**config.mk**
```make
export PLATFORM = sky130hd
export DESIGN_NAME = dbr_window_top
export DESIGN_NICKNAME = d
export VERILOG_FILES = /design/src/rtl/dbr_pkg.sv /design/src/rtl/dbr_cfg_reg.sv /design/src/rtl/dbr_index_seq.sv /design/src/rtl/dbr_addr_map.sv /design/src/rtl/dbr_regfile.sv /design/src/rtl/dbr_window_top.sv
export SDC_FILE = /design/constraint.sdc
export NUM_CORES = 1
export LEC_CHECK = 0
export BUFFER_PORTS_ARGS = -buffer_cell sky130_fd_sc_hd__buf_2
export CAP_MARGIN = 20
export CORE_MARGIN = 2
export CORE_UTILIZATION = 46
export CTS_CLUSTER_SIZE = 12
export DETAILED_ROUTE_END_ITERATION = 10
export PLACE_DENSITY = 0.6
export SLEW_MARGIN = 5
export SYNTH_ARGS = -nofsm -noshare
export SYNTH_HDL_FRONTEND = slang
export SYNTH_SLANG_ARGS = --single-unit
```
**constraint.sdc**
```tcl
create_clock -name clk -period 3.6 [get_ports clk]
set_clock_uncertainty 0.1 [all_clocks]
set_input_delay 0 -clock clk [delete_from_list [all_inputs] [get_ports clk]]
set_output_delay 0 -clock clk [all_outputs]
set_load 0.01 [all_outputs]
```
**src/rtl/dbr_pkg.sv**
```systemverilog
package dbr_pkg;
  localparam int FLD_W = 5;
  localparam int TGT_W = FLD_W + 1;

  typedef logic [FLD_W-1:0] fld_t;
  typedef logic [TGT_W-1:0] tgt_t;

  typedef enum logic [1:0] {
    OP_IDLE  = 2'd0,
    OP_READ  = 2'd1,
    OP_WRITE = 2'd2
  } bus_op_e;

  // Length above the limit saturates at the limit.
  function automatic fld_t clamp_len(fld_t raw, fld_t lim);
    return (raw > lim) ? lim : raw;
  endfunction

  // Index after one port access: wraps once the length is reached.
  function automatic fld_t next_index(fld_t cur, fld_t len);
    fld_t one;
    one = '0;
    one[0] = 1'b1;
    return (cur >= len) ? '0 : fld_t'(cur + one);
  endfunction

  // Register number hit by a port access, one bit wider to avoid overflow.
  function automatic tgt_t burst_target(fld_t base, fld_t idx);
    return {1'b0, base} + {1'b0, idx};
  endfunction

  // Strobe decode with write priority.
  function automatic bus_op_e decode_op(logic rd, logic wr);
    if (wr) return OP_WRITE;
    if (rd) return OP_READ;
    return OP_IDLE;
  endfunction
endpackage

```
**src/rtl/dbr_cfg_reg.sv**
```systemverilog
module dbr_cfg_reg
  import dbr_pkg::*;
#(
  parameter int DATA_W   = 16,
  parameter int LEN_LSB  = 8,
  parameter int BASE_LSB = 0,
  parameter int MAX_LEN  = 17
) (
  input  logic              clk,
  input  logic              rst_n,
  input  logic              cfg_we,
  input  logic [DATA_W-1:0] wdata,
  output fld_t              len,
  output fld_t              base,
  output logic [DATA_W-1:0] cfg_word
);
  localparam fld_t LIMIT = fld_t'(MAX_LEN);

  always_ff @(posedge clk or negedge rst_n) begin
    if (!rst_n) begin
      len  <= '0;
      base <= '0;
    end else if (cfg_we) begin
      len  <= clamp_len(wdata[LEN_LSB +: FLD_W], LIMIT);
      base <= wdata[BASE_LSB +: FLD_W];
    end
  end

  // Only the two fields are stored; every other bit reads zero.
  always_comb begin
    cfg_word = '0;
    cfg_word[LEN_LSB +: FLD_W]  = len;
    cfg_word[BASE_LSB +: FLD_W] = base;
  end
endmodule

```
**src/rtl/dbr_index_seq.sv**
```systemverilog
module dbr_index_seq
  import dbr_pkg::*;
(
  input  logic clk,
  input  logic rst_n,
  input  logic clr,
  input  logic step,
  input  fld_t len,
  output fld_t idx,
  output logic wrap
);
  always_ff @(posedge clk or negedge rst_n) begin
    if (!rst_n)    idx <= '0;
    else if (clr)  idx <= '0;
    else if (step) idx <= next_index(idx, len);
  end

  assign wrap = step && (idx >= len);
endmodule

```
**src/rtl/dbr_addr_map.sv**
```systemverilog
module dbr_addr_map
  import dbr_pkg::*;
#(
  parameter int WIDX_W    = 6,
  parameter int EIDX_W    = 6,
  parameter int NUM_REGS  = 18,
  parameter int CFG_WIDX  = 18,
  parameter int PORT_WIDX = 19
) (
  input  logic [WIDX_W-1:0]   word_idx,
  input  logic                wr_act,
  input  fld_t                base,
  input  fld_t                idx,
  output logic                is_cfg,
  output logic                is_port,
  output logic                tgt_ok,
  output logic [EIDX_W-1:0]   eff_idx,
  output logic                eff_ok,
  output logic [NUM_REGS-1:0] we_vec
);
  localparam logic [WIDX_W-1:0] CFG_W  = WIDX_W'(CFG_WIDX);
  localparam logic [WIDX_W-1:0] PORT_W = WIDX_W'(PORT_WIDX);
  localparam logic [EIDX_W-1:0] NREG_E = EIDX_W'(NUM_REGS);

  tgt_t              tgt;
  logic [EIDX_W-1:0] tgt_e;
  logic [EIDX_W-1:0] direct_e;

  assign is_cfg   = (word_idx == CFG_W);
  assign is_port  = (word_idx == PORT_W);
  assign tgt      = burst_target(base, idx);
  assign tgt_e    = EIDX_W'(tgt);
  assign direct_e = EIDX_W'(word_idx);
  assign tgt_ok   = (tgt_e < NREG_E);

  always_comb begin
    if (is_port) begin
      eff_idx = tgt_e;
      eff_ok  = tgt_ok;
    end else begin
      eff_idx = direct_e;
      eff_ok  = (direct_e < NREG_E);
    end
  end

  for (genvar i = 0; i < NUM_REGS; i++) begin : g_we
    assign we_vec[i] = wr_act && eff_ok && (eff_idx == EIDX_W'(i));
  end
endmodule

```
**src/rtl/dbr_regfile.sv**
```systemverilog
module dbr_regfile #(
  parameter int DATA_W   = 16,
  parameter int NUM_REGS = 18,
  parameter int EIDX_W   = 6
) (
  input  logic                clk,
  input  logic                rst_n,
  input  logic [NUM_REGS-1:0] we_vec,
  input  logic [DATA_W-1:0]   wdata,
  input  logic [EIDX_W-1:0]   rsel,
  output logic [DATA_W-1:0]   rword
);
  logic [NUM_REGS*DATA_W-1:0] flat;

  for (genvar i = 0; i < NUM_REGS; i++) begin : g_reg
    logic [DATA_W-1:0] q;
    always_ff @(posedge clk or negedge rst_n) begin
      if (!rst_n)        q <= '0;
      else if (we_vec[i]) q <= wdata;
    end
    assign flat[i*DATA_W +: DATA_W] = q;
  end

  always_comb begin
    rword = '0;
    for (int i = 0; i < NUM_REGS; i++) begin
      if (rsel == EIDX_W'(i)) rword = flat[i*DATA_W +: DATA_W];
    end
  end
endmodule

```
**src/rtl/dbr_window_top.sv**
```systemverilog
module dbr_window_top
  import dbr_pkg::*;
#(
  parameter int DATA_W    = 16,
  parameter int ADDR_W    = 8,
  parameter int NUM_REGS  = 18,
  parameter int MAX_LEN   = 17,
  parameter int CFG_OFFS  = 'h48,
  parameter int PORT_OFFS = 'h4C,
  parameter int LEN_LSB   = 8,
  parameter int BASE_LSB  = 0
) (
  input  logic              clk,
  input  logic              rst_n,
  input  logic [ADDR_W-1:0] bus_addr,
  input  logic              bus_rd,
  input  logic              bus_wr,
  input  logic [DATA_W-1:0] bus_wdata,
  output logic [DATA_W-1:0] bus_rdata
);
  localparam int WIDX_W = ADDR_W - 2;
  localparam int EIDX_W = (WIDX_W > TGT_W) ? WIDX_W : TGT_W;

  // Bus decode
  bus_op_e           op;
  logic              rd_act, wr_act, bus_acc;
  logic [WIDX_W-1:0] word_idx;
  logic              unused_lsb;

  assign op         = decode_op(bus_rd, bus_wr);
  assign rd_act     = (op == OP_READ);
  assign wr_act     = (op == OP_WRITE);
  assign bus_acc    = rd_act || wr_act;
  assign word_idx   = bus_addr[ADDR_W-1:2];
  assign unused_lsb = ^bus_addr[1:0];

  // Internal events, named for the checker
  logic                is_cfg, is_port, tgt_ok, eff_ok;
  logic                cfg_we, port_acc, burst_wrap;
  logic [EIDX_W-1:0]   eff_idx;
  logic [NUM_REGS-1:0] we_vec;
  fld_t                burst_len, burst_base, burst_idx;
  logic [DATA_W-1:0]   cfg_word, rf_word;

  assign cfg_we   = wr_act && is_cfg;
  assign port_acc = bus_acc && is_port;

  dbr_cfg_reg #(
    .DATA_W(DATA_W), .LEN_LSB(LEN_LSB), .BASE_LSB(BASE_LSB), .MAX_LEN(MAX_LEN)
  ) u_cfg (
    .clk(clk), .rst_n(rst_n), .cfg_we(cfg_we), .wdata(bus_wdata),
    .len(burst_len), .base(burst_base), .cfg_word(cfg_word)
  );

  dbr_index_seq u_seq (
    .clk(clk), .rst_n(rst_n), .clr(cfg_we), .step(port_acc),
    .len(burst_len), .idx(burst_idx), .wrap(burst_wrap)
  );

  dbr_addr_map #(
    .WIDX_W(WIDX_W), .EIDX_W(EIDX_W), .NUM_REGS(NUM_REGS),
    .CFG_WIDX(CFG_OFFS / 4), .PORT_WIDX(PORT_OFFS / 4)
  ) u_map (
    .word_idx(word_idx), .wr_act(wr_act), .base(burst_base), .idx(burst_idx),
    .is_cfg(is_cfg), .is_port(is_port), .tgt_ok(tgt_ok),
    .eff_idx(eff_idx), .eff_ok(eff_ok), .we_vec(we_vec)
  );

  dbr_regfile #(
    .DATA_W(DATA_W), .NUM_REGS(NUM_REGS), .EIDX_W(EIDX_W)
  ) u_rf (
    .clk(clk), .rst_n(rst_n), .we_vec(we_vec), .wdata(bus_wdata),
    .rsel(eff_idx), .rword(rf_word)
  );

  // Registered read path: updated only by a read strobe.
  always_ff @(posedge clk or negedge rst_n) begin
    if (!rst_n) begin
      bus_rdata <= '0;
    end else if (rd_act) begin
      if (is_cfg)      bus_rdata <= cfg_word;
      else if (eff_ok) bus_rdata <= rf_word;
      else             bus_rdata <= '0;
    end
  end
endmodule

```
; After elaboration in Yosys (flattened, before gate mapping)
; Index checks and enable logic that the tools add are counted.
[word_totals]
register_bits = 319
[classes]
muxes = 33
n_eq_ne = 21
magnitude_cmp = 4
add_sub_neg = 2
n_reduce_logical = 24
[ops]
columns = operator, n
row1 = two-way mux 16 bit, 20
row2 = == test 6 x 4 -> 1 bit (second input constant), 8
row3 = == test 6 x 3 -> 1 bit (second input constant), 4
row4 = == test 6 x 5 -> 1 bit (second input constant), 4
row5 = logical AND 1 bit, 21
row6 = two-way mux 5 bit, 4
row7 = == test 6 x 2 -> 1 bit (second input constant), 2
row8 = < comparator 6 x 5 -> 1 bit (second input constant), 2
row9 = two-way mux 2 bit, 4
row10 = adder 5 x 5 -> 6 bit, 1
row11 = == test 6 x 1 -> 1 bit (second input constant), 1
row12 = logical NOT 6 bit, 1
row13 = two-way mux 6 bit, 1
row14 = adder 5 x 1 -> 5 bit (second input constant), 1
row15 = greater-or-equal comparator 5 bit, 1
row16 = > comparator 5 bit (second input constant), 1
row17 = two-way mux 1 bit, 4
row18 = == test 2 x 1 -> 1 bit (second input constant), 1
row19 = == test 2 bit (second input constant), 1
row20 = nonzero test 2 bit, 1
row21 = logical OR 1 bit, 1

; Longest topological paths before layout
[logic_depth]
ltp_word = 23
depth_mapped = 15

; Modules after synthesis
; A second synthesis with hierarchy kept.
[unflattened]
hier_cells = 1286
area_unflattened_um2 = 15620.0
[by_module_without_submodules]
columns = module, n_inst, cells_per_inst, seq_area_each_um2, area_per_inst_um2
row1 = dbr_regfile, 1, 1030, 7206.9, 13210.2
row2 = dbr_window_top, 1, 77, 400.4, 875.8
row3 = dbr_addr_map, 1, 86, 0.0, 580.6
row4 = dbr_cfg_reg, 1, 47, 250.2, 530.5
row5 = dbr_index_seq, 1, 46, 125.1, 422.9

; Worst setup path before layout
; OpenSTA, ideal clock, no wires.
[synth_timing]
path_type = flip-flop to flip-flop
start = register u_seq.idx[0]
end = register u_rf.g_reg[0].q[10]
path_stages_with_launch = 13
n_path_buf = 2
t_arrival_ns = 3.254
setup_slack_ns = 0.122
cell_sequence = dfrtp_1 ha_1 inv_1 fa_1 nand2b_1 o2bb2ai_1 mux2i_1 a21o_1 buf_2 nor2_1 nand3_1 buf_2 mux2_2
[synth_via]
elab_chain_cells = 5
elab_cells_between_ends = 7
cone_classes = add/sub (1) / order compare (1) / mux (2) / reduce/logical (3)
[synth_rtl]
columns = item, line_no
row1 = from (decl), dbr_index_seq.sv:9  ; output fld_t idx,
row2 = from (signal assigned), dbr_index_seq.sv:15  ; else if (step) idx <= next_index(idx, len);
row3 = adder 5 x 5 -> 6 bit (*), dbr_pkg.sv:29  ; return {1'b0, base} + {1'b0, idx};
row4 = < comparator 6 x 5 -> 1 bit, dbr_addr_map.sv:34  ; assign tgt_ok = (tgt_e < NREG_E);
row5 = two-way mux 1 bit, dbr_addr_map.sv:37  ; if (is_port) begin
row6 = logical AND 1 bit, dbr_addr_map.sv:47  ; assign we_vec[i] = wr_act && eff_ok && (eff_idx == EIDX_W'(i));
row7 = logical AND 1 bit (*), dbr_addr_map.sv:47
row8 = to (signal assigned), dbr_regfile.sv:19  ; else if (we_vec[i]) q <= wdata;
row9 = to (decl), dbr_regfile.sv:16  ; logic [DATA_W-1:0] q;
; Mark *: on every way between the ends. The rest lies on a longest branch, timed or not.
; A chain may end at the register's enable or synchronous reset.

; Final worst setup path
[layout_timing]
start = register u_cfg.base[0]
end = register bus_rdata[11]
[layout_via]
elab_chain_cells = 23
elab_cells_between_ends = 42
cone_classes = add/sub (1) / order compare (1) / eq/ne (17) / mux (22) / reduce/logical (1)
[layout_rtl]
columns = item, line_no
row1 = from (decl), dbr_cfg_reg.sv:14  ; output fld_t base,
row2 = from (signal assigned), dbr_cfg_reg.sv:25  ; base <= wdata[BASE_LSB +: FLD_W];
row3 = adder 5 x 5 -> 6 bit (*), dbr_pkg.sv:29
row4 = two-way mux 6 bit, dbr_addr_map.sv:37
row5 = logical NOT 6 bit, dbr_regfile.sv:27  ; if (rsel == EIDX_W'(i)) rword = flat[i*DATA_W +: DATA_W];
row6 = two-way mux 16 bit (18 in a row), dbr_regfile.sv:27
row7 = two-way mux 16 bit (*), dbr_window_top.sv:82  ; else if (eff_ok) bus_rdata <= rf_word;
row8 = two-way mux 16 bit (*), dbr_window_top.sv:81  ; if (is_cfg) bus_rdata <= cfg_word;
row9 = to (signal assigned), dbr_window_top.sv:81
row10 = to (signal assigned), dbr_window_top.sv:82
row11 = to (decl), dbr_window_top.sv:19  ; output logic [DATA_W-1:0] bus_rdata
; Marked as above.

==> implementation parameters <==
Parameter                              Value

Status
  Run status    finished, violations left
  Failing checks    hold timing

Floorplanning
  Full die area    0.0349 mm²
  Floorplan row count    66
  IO Pins    44
  Effective utilization at floorplan    0.470
  Y dimension of the die    187 µm
  DIE WIDTH    187 µm
  Core box area    0.0327 mm²

Placement
  Gpl congestion    0.867
  Buffers on Ports    41
  Placed wire-length estimate after detailed placement    32100 µm
  Number of placed instances, taps included    1762

Finish
  Fraction of layout cells with a size suffix above 1    0.400
  Final Net Count    1413
  Layout area overhead    18.5%
  Leading cell types in the layout, fill and taps excluded    319 x dfrtp_1, 286 x mux2_2, 98 x buf_4
  Final instance count without filler cells    1836
  Number of diodes    0
  Commonest non-fill, non-tap cell in the layout    dfrtp_1

Timing
  Maximum operating frequency    284 MHz
  Final Max Tran Viols    0
  Relative slew slack    0.404
  RSZ-0062 raised after global routing    yes
  Transition time at the pin with the least slew margin    894 ps
  Worst hold slack    -2.09 ps
  Total setup violations reported at the end of the flow    0
  Hold Vio Cnt, Final    1
  Final critical-path required period    3520 ps
  Tcrit/Tclk final    0.979

Global routing
  Initial antenna violation count    1
  Via count of the first global-routing pass    11500
  Maximum number of pins on one net before global-route repair    83
  Fraction of met3 tracks used by global routing    0.0419
  Wire length of the first global-routing pass    72200 µm
  GR Layer Usage met2    0.424
  Met1 demand-to-capacity share in global routing    0.384
  Overflow after GRT    0
  Overall Global Routing Usage    0.272
  Most Crowded Layer GR    met2

Synth
  Synth Instances    1256
  Synthesized-area fraction occupied by ao, oa, aoi and oai cells    0.139
  Synthesized-area fraction occupied by xor and xnor cells    0.00285
  FF+latch count, synth    319
  Multiplexer fraction of the synthesized cell area    0.216
  Simple-gate share of the synthesized area    0.0774
  Syn. warnings    0
  FFs w/ async S/R, synth    1.00
  Area of the mapped netlist    0.0154 mm²
  Synth unique cells    77
  Avg Inst Size Synth    12.2 µm²
  EDFF count, synth    0
  Share of the yosys chip area belonging to registers    0.520
  Main combinational cell family by area after synthesis    multiplexers
  Leading register cell type out of synthesis    dfrtp_1
  Synthesized Nets    1296
  Synthesized-area fraction occupied by adder cells    0.0103

Clocking
  Number of clock buffers inserted by TritonCTS    37
  Clock-pin slew on the worst setup and hold paths    50 ps
  Clock latency at the later pin of the worst-skew pair    530 ps
  Clock tree sinks    319
  Total number of H-tree levels    2
  Maximum root-to-sink buffer count    3
  TritonCTS clock tree    done
  Cell chosen for the clock root    clkbuf_16

Critical path
  Crit Path Max Fanout    22
  Arrival time of the worst setup path    3860 ps
  Worst setup EP type    flop
  Crit path launch type    flop
  Critical path start-end classification    flop to flop
  Required time of the critical path    3940 ps

Routing
  Residual antenna-violating net count after detailed routing    0
  Routed len/inst    25.7 µm
  Drt via density    6.15
  Routed Wire Length    47200 µm
  Total number of vias    11300
  TritonRoute pass-1 iters    8
  Detailed Route Iter0 Violations    1014
  Total DRC errors in the routed layout    0

Pwr
  Post-route total power    8.44 mW
  Max IR drop VDD    302 µV
  PwrDens    464 mW/mm²
  Total leakage power    8.68 nW

Flow run
  Max_cap viols    0

Hold path
  Hold crit path type    input pin to async pin
[cell usage after synthesis, types with 4 or more instances]
cell	n	area (µm²)
dfrtp_1	319	7980
mux2_2	286	3220
nand2_1	70	263
a21oi_1	65	325
o21ai_0	51	255
clkbuf_1	50	188
nor2_1	45	169
a221oi_1	30	263
a22oi_1	22	165
inv_1	20	75.1
o22ai_1	19	119
buf_2	18	90.1
nand3_1	18	90.1
o221ai_1	12	105
buf_1	11	41.3
ha_1	11	138
a222oi_1	10	100
a31oi_1	10	62.6
nor3_1	10	50.1
buf_4	9	67.6
a21o_1	8	60.1
a22o_1	8	70.1
nand2b_1	8	50.1
nand4_1	8	50.1
a221o_1	7	70.1
buf_6	7	78.8
o211ai_1	7	52.6
nand2_2	6	37.5
and2_1	5	31.3
and3_1	5	31.3
mux2_1	5	56.3
or3_1	5	31.3
a2111oi_4	4	110
mux2i_1	4	40.0
nor2b_1	4	25.0
[report_power, final]
part	switching, mW	internal, mW	total [mW]
Clock	1.44	2.05	3.49
Combinational	0.531	0.410	0.941
Sequential	0.162	3.85	4.02
[kinds of logic (layout without fill, tap and decap cells)]
| family | count (synthesis) | count (layout) |
|---|---|---|
| flops | 319 | 319 |
| compound gates | 295 | 295 |
| mux | 295 | 295 |
| simple gates | 215 | 215 |
| buf+inv | 115 | 253 |
| fa+ha+maj | 12 | 12 |
| xor+xnor | 5 | 5 |
[flip-flops by register name, indices dropped and copies added (netlist names)]
signal / cells
u_rf.g.q: 288
u_cfg.base: 5
bus_rdata: 16
u_seq.idx: 5
u_cfg.len: 5
[timing repair]
action	CTS	global route
hold buffers	13	0
endpoints found under the setup margin	1	30
cloned	0	0
endpoints found under the hold margin	367	0
gates resized for setup	2	23
setup buffers	0	1
pin swaps	0	4
[critical path, cell delays in order, from the launching register on]
cell	delay [ps]
dfrtp_1	380
ha_1	220
inv_1	70
fa_2	480
or3b_2	530
o22ai_4	190
buf_12	210
a21oi_1	100
o32ai_1	490
or4b_1	260
nand4_1	220
a21oi_1	180
[area by class of cell]
type / instances / area (µm²)
clock inverters: 4 / 27.5
inverters: 20 / 75.1
multi-input cells: 822 / 7000
repair buffers: 173 / 1490
clock buffers: 56 / 1080
fillers: 2833 / 14500
flip-flops and latches: 319 / 7980
well taps: 442 / 553
[path summary, 6_finish.rpt]
path | start | endpoint | slack [ps] | depth (start not counted)
worst max-delay path | u_cfg.base[0]$_DFFE_PN0P_ | bus_rdata[11]$_DFFE_PN0N_ | 80 | 11
worst min-delay path | rst_n | u_seq.idx[4]$_DFFE_PN0P_ | -2 | 2
worst max register to register | u_cfg.base[0]$_DFFE_PN0P_ | bus_rdata[11]$_DFFE_PN0N_ | 80 | 11
worst min register to register | u_rf.g_reg[1].q[5]$_DFFE_PN0P_ | u_rf.g_reg[1].q[5]$_DFFE_PN0P_ | 390 | 1
max in group asynchronous | rst_n | u_rf.g_reg[0].q[3]$_DFFE_PN0P_ | 2360 | 3
min in group clk | bus_wdata[12] | u_cfg.len[0]$_DFFE_PN0P_ | 20 | 3
[per-stage QoR]
step | setup WS [ps] | cell area [µm²] | hold slack, ps | setup TNS, ps | utilization
after floorplan | 122 | 15400 | -396 | 0 | -
after global placement | -96.8 | 16800 | -35.9 | -96.8 | 0.515
after detailed placement | -106 | 16800 | -40.8 | -106 | 0.515
after CTS | 39.7 | 18100 | 8.18 | 0 | 0.553
after global routing | -11.7 | 18200 | 12.7 | -11.7 | 0.557
final | 77.3 | 18200 | -2.09 | 0 | 0.557
[metal layers]
metal  wire [µm]  part of all wire  vias up
met2       21500              0.46      433
met4        1810             0.038        0
li1            -                 -     4922
met5           0                 0        -
met3        2900             0.062      100
met1       21000              0.44     5841
No activity file was read; power rests on OpenSTA's default activity.
